[config.mk]
export PLATFORM = sky130hd
export DESIGN_NAME = fetch_pc_select
export DESIGN_NICKNAME = d
export VERILOG_FILES = /design/src/rtl/fetch_pc_select.sv
export SDC_FILE = /design/constraint.sdc
export NUM_CORES = 1
export LEC_CHECK = 0
export BUFFER_PORTS_ARGS = -buffer_cell sky130_fd_sc_hd__buf_2
export CAP_MARGIN = 20
export CORE_UTILIZATION = 36
export DETAILED_ROUTE_END_ITERATION = 6
export PLACE_DENSITY_LB_ADDON = 0.25
export SLEW_MARGIN = 20
export SYNTH_ARGS = -nofsm -noshare
export SYNTH_HDL_FRONTEND = slang
export SYNTH_SLANG_ARGS = --single-unit
export TNS_END_PERCENT = 50
[constraint.sdc]
create_clock -name clk -period 1.96 [get_ports clk]
set_input_delay 0.392 -clock clk [delete_from_list [all_inputs] [get_ports clk]]
set_output_delay 0.392 -clock clk [all_outputs]
set_load 0.02 [all_outputs]
[src/rtl/fetch_pc_select.sv]
module fetch_pc_select #(
  parameter int          AW        = 32,
  parameter int          CW        = 4,
  parameter logic [CW-1:0] CODE_JMP  = 4'h7,
  parameter logic [CW-1:0] CODE_CALL = 4'h8,
  parameter logic [CW-1:0] CODE_RET  = 4'h9,
  parameter logic [AW-1:0] RESET_PC  = '0
) (
  input  logic          clk,
  input  logic          rst_n,
  input  logic          stall,
  input  logic [CW-1:0] f_code,
  input  logic [AW-1:0] f_const,
  input  logic [AW-1:0] f_seq_pc,
  input  logic [CW-1:0] mem_code,
  input  logic          mem_taken,
  input  logic [AW-1:0] mem_seq_pc,
  input  logic [CW-1:0] wb_code,
  input  logic [AW-1:0] wb_loaded,
  output logic [AW-1:0] fetch_pc,
  output logic [AW-1:0] pred_pc
);

  logic          mispredict;
  logic          ret_done;
  logic          to_target;
  logic [AW-1:0] next_guess;

  assign mispredict = (mem_code == CODE_JMP) && !mem_taken;
  assign ret_done   = (wb_code == CODE_RET);
  assign fetch_pc   = mispredict ? mem_seq_pc :
                      ret_done   ? wb_loaded  : pred_pc;

  assign to_target  = (f_code == CODE_JMP) || (f_code == CODE_CALL);
  assign next_guess = to_target ? f_const : f_seq_pc;

  always_ff @(posedge clk or negedge rst_n) begin
    if (!rst_n)      pred_pc <= RESET_PC;
    else if (!stall) pred_pc <= next_guess;
  end

  AST_JMP_GUESS_TARGET: assert property (@(posedge clk) disable iff (!rst_n)
    (!stall && f_code == CODE_JMP) |=> pred_pc == $past(f_const));
  AST_CALL_GUESS_TARGET: assert property (@(posedge clk) disable iff (!rst_n)
    (!stall && f_code == CODE_CALL) |=> pred_pc == $past(f_const));
  AST_OTHER_GUESS_SEQ: assert property (@(posedge clk) disable iff (!rst_n)
    (!stall && f_code != CODE_JMP && f_code != CODE_CALL) |=> pred_pc == $past(f_seq_pc));
  AST_STALL_HOLDS: assert property (@(posedge clk) disable iff (!rst_n)
    stall |=> $stable(pred_pc));
  AST_RESET_ZERO: assert property (@(posedge clk)
    !rst_n |-> pred_pc == RESET_PC);
  AST_QUIET_USES_GUESS: assert property (@(posedge clk) disable iff (!rst_n)
    (mem_code != CODE_JMP && wb_code != CODE_RET) |-> fetch_pc == pred_pc);

endmodule

# Word level (Yosys, flattened, before mapping)
# Cells that the tools add are included.
dict set report word_totals {
  regBits 32
  in_bits 144
  output_inout_bits 64
  wordCells 11
}
dict set report classes {
  n_eq_ne 4
  mux 3
  n_reduce_logical 3
}
# cell n
set ops {}
lappend ops {{$mux W32} 3}
lappend ops {{$eq A4 B3 Y1 const B} 2}
lappend ops {{$eq A4 B4 Y1 const B} 2}
lappend ops {{$logic_and A1 B1 Y1} 1}
lappend ops {{$logic_not A1 Y1} 1}
lappend ops {{$logic_or A1 B1 Y1} 1}

# Logic depth before layout (Yosys ltp)
# Gate-level depths: netlist (run 1).
dict set report logic_depth {
  ltp_word 3
  mapped_depth 5
}

# Worst setup path after synthesis (run 1)
# No wires, ideal clock.
dict set report synth_path {
  path_type {input to output}
  startpoint {input wb_code[1]}
  endpoint {output fetch_pc[21]}
  arrival_ns 1.705
  required_time_ns 1.568
  slack_ns -0.137
  cell_stages 5
  cell_sequence {nor4bb_1 > clkbuf_1 > buf_2 > mux2_2 > mux2_2}
}
dict set report synth_between {
  elab_chain_cells 3
}
# element line_no
set synth_rtl {}
lappend synth_rtl {{from (decl)} 18} ;# input logic [CW-1:0] wb_code,
lappend synth_rtl {{$eq A4 B4 Y1} 30} ;# assign ret_done = (wb_code == CODE_RET);
lappend synth_rtl {{$mux W32} 32} ;# ret_done ? wb_loaded : pred_pc;
lappend synth_rtl {{$mux W32} 31} ;# assign fetch_pc = mispredict ? mem_seq_pc :
lappend synth_rtl {{to (decl)} 20} ;# output logic [AW-1:0] fetch_pc,
# No other way between the ends.

# Worst setup path after layout (run 1)
dict set report layout_path {
  startpoint {input wb_code[1]}
  endpoint {output fetch_pc[4]}
}
# Same word-level chain as after synthesis.

==> results.toml, run 1 <==
[run_status]
outcome = "finished with violations"
violations = "setup timing"

[placed_design]
dp_hpwl_um = 5980
io_buffers = 207
gp_congestion = 0.724
post_dp_cell_area_sq_um = 3820
pre_cts_ws_ps = -321
dp.cells = 538

[clocking]
cts_tree = "built"
cts_made_buffers = 5
clock-sinks = 32
htreeDepth = 2
clock_latency_ps = 280
cts_buffer_depth = 2
cts.clk_slew.worst_paths_ps = 70
hold_buffers = 0
root_buffer = "clkbuf_8"

[synth]
synth_largest_area_cell = "dfrtp_1"
synth_top_area_share_pct = 30.9
yosys-top-cells-count = "mux2_2 (59), nand2_1 (33), nand4b_1 (33), dfrtp_1 (32), inv_1 (32)"
yosysWarningCount = 0
syn_nets = 401
ys_types = 15
synthArstFlopShare_pct = 100
avgSynthCellArea_sq_um = 10.1
synthTopCellsByArea = "dfrtp_1 (31%), mux2_2 (26%), nand4b_1 (11%), o311ai_2 (7.5%), o311ai_1 (6.1%)"
netlist_area_sq_um = 2590
syn_inst = 257
yosysMostFrequentCell = "mux2_2"
synth-edff-count = 0
synth_ff_type = "dfrtp_1"
synth-seq-cells = 32
ys_seq_area_share_pct = 30.9

[final_layout]
final_cells = 547
nFillCells = 630
final_util_pct = 57.2
top_regs = "pred_pc (32)"
num-nets-final = 593
syn_to_final_growth_pct = 51.6
fin_area_sq_um = 3930
largest_reg_flops = 32
regMostFlops = "pred_pc"
drive_above_1_share_pct = 64.9

[die]
io_pins = 208
die_w_um = 86.8
coreArea_sq_um = 6870
die_area_sq_um = 7540
row_count = 30
start_util_pct = 37.7
fp.dieH_um = 86.8

[power_and_ir_drop]
p_leak_nw = 2.13
p_per_area_nw_per_um2 = 579
vdd_drop_max_v = 0.000265
p_total_mw = 2.28

[timing]
post-route-period-util_pct = 116
slew_viol_final = 0
rsz0062_at_grt = "yes"
setup_viol = 32
max_freq_ghz = 0.441
slew_headroom_pct = 49.4
fin_setup_tns_ps = -9140
fin_crit_ps = 2270
fin_worst_hold_slack_ps = 177
worst_pin_slew_ps = 760
setup_ws_ps = -309
final.setup_skew_ps = 0
final-hold-violation-count = 0

[worst_setup_path]
path_cells = "buf_2 > nor4bb_4 > buf_12 > mux2_2 > mux2_4 > buf_2"
cp-start-kind = "input port"
end_kind = "output pin"
reg2reg_setup_slack_ps = 1240
rr_worst_depth = 2
crit_type = "in2out"
crit_top_cell = "buf_2"
rr_endpoint = "pred_pc[21]"
critical_path.max_stage_delay_ps = 370
slowest_stage = "mux2_2"
arrival_ps = 1880
required_ps = 1570
crit_fanout = 32
timing.rr.start = "pred_pc[21]"

[routing]
avgRoutedWirePerCell_um = 14.9
route.met2.wl_um = 4320
wl_met1_um = 3180
drt_iter0_drc = 97
wl_met3_um = 570
ant_nets = 0
drc = 0
via_per_inst = 5.04
dr.pass1.iters = 4
top_layer = "met4"
routed_wl_um = 8130
via_count = 2757

[global_route]
overflow = 0
track_usage_pct = 20.9
grt_pass1_wl_um = 12300
first_global_vias = 2607
grt_max_degree = 97
grt_antenna_before_repair = 0

[worst_hold_path]
hp-class = "in2async"

[run]
max-cap-violations = 0
-- cell type report --
class | instances | area, sq um | area share [%]
diodes | 1 | 2.50 | 0.0637
inverters | 32 | 120 | 3.06
flip-flops and latches | 32 | 801 | 20.4
multi-input cells | 166 | 1670 | 42.6
well taps | 96 | 120 | 3.06
clock buffers | 8 | 90.1 | 2.29
repair buffers | 212 | 1120 | 28.5
-- routing by layer --
metal	track usage, %	vias to the layer above
met5	0	-
met3	4.95	6
li1	-	1338
met1	23.4	1285
met4	5.00	0
met2	39.5	128
-- layout by cell type (no fill, tap or decap), drive strengths merged, types with 2 or more instances in the layout --
master,n
nand4b,33
clkbuf,8
inv,32
o311ai,32
buf,212
dfrtp,32
nand2,33
mux2,64
nor4bb,2
-- how the worst max path moves through the flow --
| stage | start | cells after the start | slack, ps | to |
|---|---|---|---|---|
| after floorplan | wb_code[1] | 5 | -20 | fetch_pc[21] |
| after global placement | wb_code[1] | 6 | -290 | fetch_pc[31] |
| after detailed placement | wb_code[1] | 6 | -320 | fetch_pc[4] |
| after CTS | wb_code[1] | 6 | -320 | fetch_pc[4] |
| after global routing | wb_code[1] | 6 | -350 | fetch_pc[31] |
| final | wb_code[1] | 6 | -310 | fetch_pc[4] |
-- cell families (layout without fill, tap and decap cells) --
| kind of cell | Yosys count | after routing | synth area share (%) |
|---|---|---|---|
| compound gates | 32 | 32 | 14.3 |
| buf+inv | 59 | 252 | 9.56 |
| flops | 32 | 32 | 30.9 |
| mux | 64 | 64 | 27.8 |
| other cells | 0 | 1 | 0 |
| simple gates | 70 | 70 | 17.4 |
-- critical path: cells and delay by family --
family / cells / cell delay, ps
muxes: 2 / 630
buffers and inverters: 3 / 530
and+or+nand+nor: 1 / 330
-- power breakdown --
group | switching [mW] | internal (mW)
Combinational | 0.479 | 0.475
Clock | 0.240 | 0.286
Sequential | 0.0592 | 0.736
Total | 0.778 | 1.50
-- timing repair --
action | in CTS | in global routing
resized for setup | 0 | 4
setup buffers | 0 | 0
pin swaps | 0 | 0
endpoints found under the setup margin | 32 | 32
Note: power is estimated with default switching activity, not from simulation.
==> run 2: changes to the inputs <==
ABC_AREA = 1   (was not set)
CORE_UTILIZATION = 37   (was 36)
SKIP_LAST_GASP = 1   (was not set)
==> run 2 against run 1 <==
The run now ends clean. Flip-flop and latch count stayed put. Global-route usage rose by 2.3 points. Combinational power increased by 3.6%. Clock skew is the same. Sequential share of layout area decreased by 0.43 points. Total power increased by 1.3%. First-iteration DRC count up 120%. Worst hold slack got worse by 13 ps. Critical endpoint is now fetch_pc[1].
==> results.toml, run 2 <==
[global_route]
grt_max_degree = 33
grt_antenna_before_repair = 0
grt_pass1_wl_um = 14200
track_usage_pct = 23.2
first_global_vias = 3105
overflow = 0

[synth]
synth_top_area_share_pct = 30.5
syn_inst = 503
synth-seq-cells = 32
synth_compound_area_share_pct = 0
netlist_area_sq_um = 2840
avgSynthCellArea_sq_um = 5.65
synth-edff-count = 0
synth_top_family_by_area = "simple AND/OR/NAND/NOR gates"
yosysWarningCount = 0
synthXorXnorAreaFrac_pct = 0
synth_largest_area_cell = "nand2_1"
yosys-top-cells-count = "nand2_1 (231), nand3_1 (128), inv_1 (70), dfrtp_1 (32), buf_2 (22)"
synth_simple_gate_area_share_pct = 55.0
synth.area.mux_share_pct = 0
ys_types = 12
synthArstFlopShare_pct = 100
synthTopCellsByArea = "nand2_1 (31%), dfrtp_1 (28%), nand3_1 (23%), inv_1 (9.3%), buf_2 (3.9%)"
yosysMostFrequentCell = "nand2_1"
syn_nets = 647
ys_seq_area_share_pct = 28.2
yosys.area_share.adder_pct = 0
synth_ff_type = "dfrtp_1"

[worst_setup_path]
rr_worst_depth = 2
timing.rr.start = "pred_pc[30]"
required_ps = 1570
crit_type = "in2out"
cp-start-kind = "input port"
rr_endpoint = "pred_pc[30]"
reg2reg_setup_slack_ps = 1290
arrival_ps = 1430
end_kind = "output pin"
crit_fanout = 32

[die]
fp.dieH_um = 89.6
start_util_pct = 38.7
die_w_um = 89.6
die_area_sq_um = 8030
coreArea_sq_um = 7330
io_pins = 208
row_count = 31

[clocking]
root_buffer = "clkbuf_8"
htreeDepth = 2
cts.repair.resized = 0
cts.clk_slew.worst_paths_ps = 70
hold_buffers = 0
clock_latency_ps = 270
cts_buffer_depth = 2
post_cts_buffers = 0
cts_tree = "built"
clock-sinks = 32
cts_made_buffers = 5

[final_layout]
seq_area_sq_um = 801
num_antenna_cells = 0
final_common_cell = "nand2_1"
top_regs = "pred_pc (32)"
fin_area_sq_um = 4010
num-nets-final = 841
final_util_pct = 54.7
nFillCells = 785
syn_to_final_growth_pct = 41.2
regMostFlops = "pred_pc"
largest_reg_flops = 32
final_cell_mix = "nand2_1 (231), buf_2 (207), nand3_1 (128)"
multi_input_area_sq_um = 1560
drive_above_1_share_pct = 34.0

[timing]
setup_ws_ps = 139
fin_crit_ps = 1820
fin_setup_tns_ps = 0
worst_pin_slew_ps = 704
post-route-period-util_pct = 92.9
final.setup_skew_ps = 0
final-hold-violation-count = 0
slew_viol_final = 0
slew_headroom_pct = 53.1
setup_viol = 0
max_freq_ghz = 0.549
rsz0062_at_grt = "no"

[routing]
dr.pass1.iters = 5
via_count = 3763
via_per_inst = 4.72
ant_nets = 0
routed_wl_um = 9680
avgRoutedWirePerCell_um = 12.1
drt_iter0_drc = 211
drc = 0

[placed_design]
io_buffers = 207
gp_congestion = 0.886
post_dp_cell_area_sq_um = 3920
pre_cts_ws_ps = 162
dp_hpwl_um = 7520

[power_and_ir_drop]
vdd_drop_max_v = 0.000307
p_per_area_nw_per_um2 = 575
p_leak_nw = 2.70

[run]
max-cap-violations = 0

[run_status]
outcome = "complete, no violations"

[worst_hold_path]
hp-class = "in2async"
run 2: cell families after synthesis:
group | after synthesis
buf+inv | 105
flops | 32
simple gates | 366
run 2: cell type report:
type,count,share of cell area [%]
Multi-Input combinational cell,366,38.9
Tap cell,99,3.09
Timing Repair Buffer,221,29.1
Sequential cell,32,20.0
Clock inverter,2,0.250
Inverter,71,6.64
Clock buffer,6,2.06
run 2: where the power goes:
group	leakage [nW]	internal (mW)	switching [mW]
Combinational	2.27	0.366	0.622
Clock	0.0510	0.280	0.231
Sequential	0.386	0.738	0.0682
Total	2.70	1.38	0.921
run 2: how the worst max path moves through the flow:
stage	from	end	slack, ps	depth (start not counted)
6_report	wb_code[3]	fetch_pc[1]	140	9
5_1_grt	wb_code[3]	fetch_pc[3]	30	9
4_1_cts	wb_code[3]	fetch_pc[19]	160	9
3_5_place_dp	wb_code[3]	fetch_pc[19]	160	9
3_3_place_gp	wb_code[1]	fetch_pc[1]	180	8
2_1_floorplan	wb_code[1]	fetch_pc[10]	520	7
run 2: critical path, cell delays in order:
cell and delay [ps]:
buf_2 80, nand2_1 60, inv_2 60, buf_4 330, nand3_1 150, nand2_1 100, nand2_1 50, nand2_1 50
buf_2 150
run 2: layer usage:
| layer | wire [um] | track usage (%) | share of wire (%) | vias to the layer above |
|---|---|---|---|---|
| met5 | 0 | 0 | 0 | - |
| met2 | 4760 | 40.6 | 49 | 188 |
| met4 | 83 | 7.22 | 0.86 | 0 |
| li1 | - | - | - | 1928 |
| met3 | 953 | 5.21 | 9.8 | 8 |
| met1 | 3880 | 28.4 | 40 | 1639 |
run 2: through the flow:
step / std cells / power (mW) / hold WS, ps
6_report: 797 / 2.31 / 164
5_1_grt: 797 / 2.47 / 214
4_1_cts: 797 / 2.32 / 180
3_5_place_dp: 789 / 1.81 / 479
3_3_place_gp: 789 / 1.80 / 474
2_1_floorplan: 503 / 1.40 / 96.4
